File: src/rtl/iat_pkg.sv
package iat_pkg;
  localparam int LOW_W = 32;
  localparam int HI_W  = 32;

  typedef enum logic [2:0] {
    FLD_BASE_LO  = 3'd0,
    FLD_BASE_HI  = 3'd1,
    FLD_LIMIT    = 3'd2,
    FLD_XLATE    = 3'd3,
    FLD_XLATE_HI = 3'd4
  } cfg_field_e;
endpackage

File: src/rtl/iat_cfg_regs.sv
module iat_cfg_regs
  import iat_pkg::*;
#(
  parameter int NUM_WIN = 4,
  parameter int UP_W    = 4,
  parameter int IDX_W   = 2
) (
  input  logic                          clk,
  input  logic                          rst,
  input  logic                          cfg_we,
  input  logic [IDX_W-1:0]              cfg_win,
  input  logic [2:0]                    cfg_sel,
  input  logic [LOW_W-1:0]              cfg_wdata,
  output logic [NUM_WIN-1:0][LOW_W-1:0] base_lo,
  output logic [NUM_WIN-1:0][HI_W-1:0]  base_hi,
  output logic [NUM_WIN-1:0][LOW_W-1:0] limit,
  output logic [NUM_WIN-1:0][LOW_W-1:0] xlate,
  output logic [NUM_WIN-1:0][UP_W-1:0]  xlate_hi
);
  for (genvar w = 0; w < NUM_WIN; w++) begin : g_win
    logic sel_win;
    assign sel_win = cfg_we && (cfg_win == IDX_W'(w));

    always_ff @(posedge clk) begin
      if (rst) begin
        base_lo[w]  <= '0;
        base_hi[w]  <= '0;
        limit[w]    <= '0;
        xlate[w]    <= '0;
        xlate_hi[w] <= '0;
      end else if (sel_win) begin
        case (cfg_field_e'(cfg_sel))
          FLD_BASE_LO:  base_lo[w]  <= cfg_wdata;
          FLD_BASE_HI:  base_hi[w]  <= cfg_wdata;
          FLD_LIMIT:    limit[w]    <= cfg_wdata;
          FLD_XLATE:    xlate[w]    <= cfg_wdata;
          FLD_XLATE_HI: xlate_hi[w] <= cfg_wdata[UP_W-1:0];
          default: ;
        endcase
      end
    end
  end
endmodule

File: src/rtl/iat_win_match.sv
module iat_win_match
  import iat_pkg::*;
#(
  parameter int UP_W = 4
) (
  input  logic [HI_W+LOW_W-1:0] addr,
  input  logic                  dac,
  input  logic [LOW_W-1:0]      base_lo,
  input  logic [HI_W-1:0]       base_hi,
  input  logic [LOW_W-1:0]      limit,
  input  logic [LOW_W-1:0]      xlate,
  input  logic [UP_W-1:0]       xlate_hi,
  output logic                  hit,
  output logic [UP_W+LOW_W-1:0] xaddr
);
  logic [LOW_W-1:0] lo;
  logic             lo_eq;
  logic             hi_eq;
  logic             enabled;

  assign lo      = addr[LOW_W-1:0];
  assign enabled = |base_lo;
  assign lo_eq   = (lo & limit) == base_lo;
  assign hi_eq   = !dac || (addr[HI_W+LOW_W-1:LOW_W] == base_hi);
  assign hit     = enabled && lo_eq && hi_eq;
  assign xaddr   = {xlate_hi, (lo & ~limit) | (xlate & limit)};
endmodule

File: src/rtl/iat_prio_sel.sv
module iat_prio_sel #(
  parameter int NUM_WIN = 4,
  parameter int OUT_W   = 36,
  parameter int IDX_W   = 2
) (
  input  logic [NUM_WIN-1:0]            hits,
  input  logic [NUM_WIN-1:0][OUT_W-1:0] xaddrs,
  output logic                          any,
  output logic [NUM_WIN-1:0]            onehot,
  output logic [IDX_W-1:0]              idx,
  output logic [OUT_W-1:0]              addr
);
  always_comb begin
    any    = 1'b0;
    onehot = '0;
    idx    = '0;
    addr   = '0;
    for (int i = NUM_WIN - 1; i >= 0; i--) begin
      if (hits[i]) begin
        any       = 1'b1;
        onehot    = '0;
        onehot[i] = 1'b1;
        idx       = IDX_W'(i);
        addr      = xaddrs[i];
      end
    end
  end
endmodule

File: src/rtl/inbound_xlate_top.sv
module inbound_xlate_top
  import iat_pkg::*;
#(
  parameter int NUM_WIN = 4,
  parameter int OUT_W   = 36,
  parameter int IDX_W   = $clog2(NUM_WIN)
) (
  input  logic                  clk,
  input  logic                  rst,
  input  logic                  cfg_we,
  input  logic [IDX_W-1:0]      cfg_win,
  input  logic [2:0]            cfg_sel,
  input  logic [LOW_W-1:0]      cfg_wdata,
  input  logic                  in_valid,
  input  logic [HI_W+LOW_W-1:0] in_addr,
  input  logic                  in_dac,
  input  logic                  in_ext_mode,
  output logic                  out_valid,
  output logic                  out_claim,
  output logic [NUM_WIN-1:0]    out_hit_onehot,
  output logic [IDX_W-1:0]      out_hit_idx,
  output logic [OUT_W-1:0]      out_iaddr,
  output logic                  out_fast_decode
);
  localparam int UP_W = OUT_W - LOW_W;

  logic [NUM_WIN-1:0][LOW_W-1:0] base_lo;
  logic [NUM_WIN-1:0][HI_W-1:0]  base_hi;
  logic [NUM_WIN-1:0][LOW_W-1:0] limit;
  logic [NUM_WIN-1:0][LOW_W-1:0] xlate;
  logic [NUM_WIN-1:0][UP_W-1:0]  xlate_hi;
  logic [NUM_WIN-1:0]            hits;
  logic [NUM_WIN-1:0][OUT_W-1:0] xaddrs;
  logic                          sel_any;
  logic [NUM_WIN-1:0]            sel_oh;
  logic [IDX_W-1:0]              sel_idx;
  logic [OUT_W-1:0]              sel_addr;

  iat_cfg_regs #(.NUM_WIN(NUM_WIN), .UP_W(UP_W), .IDX_W(IDX_W)) u_regs (
    .clk      (clk),
    .rst      (rst),
    .cfg_we   (cfg_we),
    .cfg_win  (cfg_win),
    .cfg_sel  (cfg_sel),
    .cfg_wdata(cfg_wdata),
    .base_lo  (base_lo),
    .base_hi  (base_hi),
    .limit    (limit),
    .xlate    (xlate),
    .xlate_hi (xlate_hi)
  );

  for (genvar w = 0; w < NUM_WIN; w++) begin : g_match
    iat_win_match #(.UP_W(UP_W)) u_match (
      .addr    (in_addr),
      .dac     (in_dac),
      .base_lo (base_lo[w]),
      .base_hi (base_hi[w]),
      .limit   (limit[w]),
      .xlate   (xlate[w]),
      .xlate_hi(xlate_hi[w]),
      .hit     (hits[w]),
      .xaddr   (xaddrs[w])
    );
  end

  iat_prio_sel #(.NUM_WIN(NUM_WIN), .OUT_W(OUT_W), .IDX_W(IDX_W)) u_sel (
    .hits  (hits),
    .xaddrs(xaddrs),
    .any   (sel_any),
    .onehot(sel_oh),
    .idx   (sel_idx),
    .addr  (sel_addr)
  );

  always_ff @(posedge clk) begin
    if (rst) begin
      out_valid       <= 1'b0;
      out_claim       <= 1'b0;
      out_hit_onehot  <= '0;
      out_hit_idx     <= '0;
      out_iaddr       <= '0;
      out_fast_decode <= 1'b0;
    end else begin
      out_valid       <= in_valid;
      out_claim       <= in_valid && sel_any;
      out_hit_onehot  <= in_valid ? sel_oh   : '0;
      out_hit_idx     <= in_valid ? sel_idx  : '0;
      out_iaddr       <= in_valid ? sel_addr : '0;
      out_fast_decode <= in_valid && sel_any && in_ext_mode;
    end
  end
endmodule

File: config.mk
export PLATFORM = sky130hd
export DESIGN_NAME = inbound_xlate_top
export DESIGN_NICKNAME = d
export VERILOG_FILES = /design/src/rtl/iat_pkg.sv /design/src/rtl/iat_cfg_regs.sv /design/src/rtl/iat_win_match.sv /design/src/rtl/iat_prio_sel.sv /design/src/rtl/inbound_xlate_top.sv
export SDC_FILE = /design/constraint.sdc
export NUM_CORES = 1
export LEC_CHECK = 0
export BUFFER_PORTS_ARGS = -buffer_cell sky130_fd_sc_hd__buf_2
export CAP_MARGIN = 20
export CORE_MARGIN = 2
export CORE_UTILIZATION = 24
export CTS_CLUSTER_SIZE = 20
export DETAILED_ROUTE_END_ITERATION = 8
export HOLD_SLACK_MARGIN = 0.1
export PLACE_DENSITY_LB_ADDON = 0.15
export SYNTH_ARGS = -nofsm -noshare
export SYNTH_HDL_FRONTEND = slang
export SYNTH_HIERARCHICAL = 1
export SYNTH_SLANG_ARGS = --single-unit
File: constraint.sdc
create_clock -name clk -period 2.65 [get_ports clk]
set_input_delay 0.265 -clock clk [delete_from_list [all_inputs] [get_ports clk]]
set_output_delay 0.265 -clock clk [all_outputs]
set_load 0.01 [all_outputs]
==> impl_metrics.env <==
export IMPL_timing_rr_start="u_regs/limit[91]"
export IMPL_violations="negative setup slack"
export IMPL_drv_slew=0
export IMPL_crit_required_ns=3.17
export IMPL_synth_largest_area_cell="dfxtp_1"
export IMPL_critPathCaptureType="register"
export IMPL_ys_warn_count=6
export IMPL_die_w_um=346
export IMPL_drt_pass1_iter_count=5
export IMPL_power_density_mw_per_mm2=592
export IMPL_rr_endpoint="out_iaddr[8]"
export IMPL_grt_ovfl_total=0
export IMPL_nets=3195
export IMPL_rrSetupSlack_ns=-0.27
export IMPL_worstHoldStart="cfg_wdata[13]"
export IMPL_vias_per_cell=4.46
export IMPL_maxCapViolations=0
export IMPL_synth_cells=2725
export IMPL_hp_class="input pin to register"
export IMPL_cp_max_fo=5
export IMPL_synth_nets=2832
export IMPL_yosysMostFrequentCell="dfxtp_1"
export IMPL_cp_cell_sequence="nand2_1, xnor2_1, nor4_2, nand4_1, a2111oi_4, nor2b_4, buf_12, buf_12, buf_16, a22oi_2, a21oi_2, and3b_2"
export IMPL_synth_seq_cells=573
export IMPL_clock_sinks=573
export IMPL_postSynth_asyncResetShare_pct=0
export IMPL_critPathBufInv=3
export IMPL_clock_latency_ns=0.64
export IMPL_antenna_found_initial=10
export IMPL_fin_util_pct=31.3
export IMPL_drive_above_1_share_pct=32.4
export IMPL_gp_congestion=0.822
export IMPL_grtUsageMet3_pct=2.63
export IMPL_status="finished, violations left"
export IMPL_critPathTopFamily="simple AND/OR/NAND/NOR gates"
export IMPL_use_met2_pct=29.8
export IMPL_cp_start_kind="register"
export IMPL_synth_flop_cell="dfxtp_1"
export IMPL_whs_ns=0.133
export IMPL_hpwl_mm=74.6
export IMPL_avgRoutedWirePerCell_um=23.2
export IMPL_vias=20840
export IMPL_grt_pass1_vias=21951
export IMPL_hold_path_depth=4
export IMPL_syn_mean_instance_area_um2=10.3
export IMPL_min_to="u_regs/base_hi[45]"
export IMPL_numCtsBuffers=74
export IMPL_tightest_slew_ns=0.992
export IMPL_power_mw=21.5
export IMPL_root_buffer="clkbuf_16"
export IMPL_cp_slowest_cell="a2111oi_4"
export IMPL_synth_edf_count=0
export IMPL_post_route_period_util_pct=110
export IMPL_die_area_mm2=0.120
export IMPL_peakVddDrop_uv=409
export IMPL_start_util_pct=24.2
export IMPL_ioPinCount=152
export IMPL_drc=0
export IMPL_setup_viol=40
export IMPL_grt_usage_pct=17.8
export IMPL_grt_pass1_wl_mm=156
export IMPL_clock_path_buffers=3
export IMPL_die_y_um=346
export IMPL_htree_levels=3
export IMPL_hold_violations=0
export IMPL_synth_distinct_cells=40
export IMPL_cpPeakStageDelay_ns=0.48
export IMPL_synthTopCellsByCount="573 x dfxtp_1, 561 x nand2b_1, 528 x mux2i_1"
export IMPL_portBuffers=151
export IMPL_drt_iter0_markers=1078
export IMPL_final_cells=4672
export IMPL_worstPathArrival_ns=3.44
export IMPL_coreArea_mm2=0.116
export IMPL_detail_route_antenna_nets=0
export IMPL_met1_usage_pct=24.0
export IMPL_critPathKind="register to register"
export IMPL_worst_slack_ns=-0.272
export IMPL_fin_skew_ns=0.0280
export IMPL_rsz0062_at_grt="yes"
export IMPL_grt_max_degree=117
export IMPL_synth_top_area_share_pct=40.8
export IMPL_synth_area_leaders="dfxtp_1 41%, mux2i_1 19%, nand2b_1 12%, xnor2_1 8.0%, mux2_2 5.1%"
export IMPL_tritoncts="done"
export IMPL_placed_cells=4516
export IMPL_ff2ff_path_depth=12
export IMPL_busiest_layer="met2"
export IMPL_crit_top_cell="buf_12"
export IMPL_ys_seq_area_share_pct=40.8
export IMPL_slew_limit_headroom_pct=33.8
export IMPL_fmax_mhz=342
export IMPL_cts_clk_slew_worst_paths_ns=0.06
export IMPL_drt_total_wl_mm=109
export IMPL_period_needed_ns=2.92
export IMPL_power_leakage_nw=16.4
export IMPL_num_rows=125
export IMPL_syn_area_mm2=0.0281
export IMPL_area_delta_synth_final_pct=29.2
worst min-delay path, cell delays in order:
cell and delay (ns):
buf_2 0.07, nand2b_1 0.04, buf_4 0.20, mux2i_1 0.14
registers in the layout, summed over array words and instances, names as in the netlist:
register	cells
u_regs/limit	128
u_regs/xlate	128
out_hit_idx	2
u_regs/base_hi	128
out_valid	1
u_regs/xlate_hi	16
out_fast_decode	1
u_regs/base_lo	128
out_iaddr	36
out_hit_onehot	4
out_claim	1
worst max-delay path by stage:
stage / from / to / slack [ns] / cells past startpoint
after floorplan: u_regs/base_hi[23] / out_iaddr[32] / 0.33 / 10
after global placement: in_addr[13] / out_iaddr[0] / -0.91 / 12
after detailed placement: in_addr[13] / out_iaddr[34] / -0.97 / 12
after CTS: u_regs/base_hi[69] / out_iaddr[12] / -0.23 / 13
after global routing: u_regs/base_hi[70] / out_iaddr[11] / -0.36 / 13
final: u_regs/limit[91] / out_iaddr[8] / -0.27 / 12
where the power goes:
part	leakage, nW	switching, mW	total, mW	internal (mW)
sequential	4.63	0.0775	8.80	8.72
combinational	10.6	1.34	2.45	1.11
clock	1.19	4.18	10.2	6.06
total	16.4	5.59	21.5	15.9
per-stage QoR:
| stage | cell area, µm² | setup slack [ns] | setup TNS (ns) |
|---|---|---|---|
| detailed placement | 32400 | -0.967 | -36.82 |
| global route | 36300 | -0.355 | -9.22 |
| finish | 36300 | -0.272 | -6.65 |
| CTS | 35900 | -0.230 | -5.56 |
| global placement | 32400 | -0.909 | -34.58 |
| floorplan | 28100 | 0.328 | 0 |
cell families after synthesis:
kind of cell           Yosys count  share of synthesized area, %
multiplexers                   656                          24.0
XOR/XNOR                       256                          7.98
buffers and inverters          227                          4.29
AND/OR/NAND/NOR                901                          19.5
AO/OA/AOI/OAI                  112                          3.45
flip-flops                     573                          40.8
what timing repair did:
item	4_1_cts	5_1_grt
endpoints found under the hold margin	2	0
gates cloned	6	1
setup buffers	13	2
hold buffers	2	0
endpoints found under the setup margin	43	43
pin swaps	59	47
resized for setup	158	74
area by class of cell:
class,count,area [µm²]
fill,11900,79800
multi-input combinational,1925,16400
sequential,573,11500
timing repair buffer,512,4030
clock buffer,111,2160
tap,1524,1910
clock inverter,24,269
inverter,2,10.0
antenna,1,2.50
placed cells by master, fill, tap and decap left out, types with 9 or more instances in the layout:
master,count
nand2_1,112
buf_4,311
and3b_2,39
nor4_2,22
clkbuf_1,22
mux2i_1,528
xnor2_2,21
o22ai_4,9
o22ai_1,9
o22ai_2,18
nand2_2,30
nand2b_1,560
dfxtp_2,24
buf_6,11
clkbuf_16,77
a22oi_2,35
buf_2,150
xnor2_1,232
clkinv_2,11
a21oi_2,30
nor4_1,42
dfxtp_1,549
clkbuf_8,13
nand4_1,48
mux2_2,128
buf_12,28
per-layer routing:
layer / routed length (µm) / vias to the layer above
li1: - / 9980
met1: 51700 / 10403
met2: 51100 / 328
met3: 3400 / 127
met4: 2240 / 2
met5: 11 / -
Power figures use the tool's default switching activity.
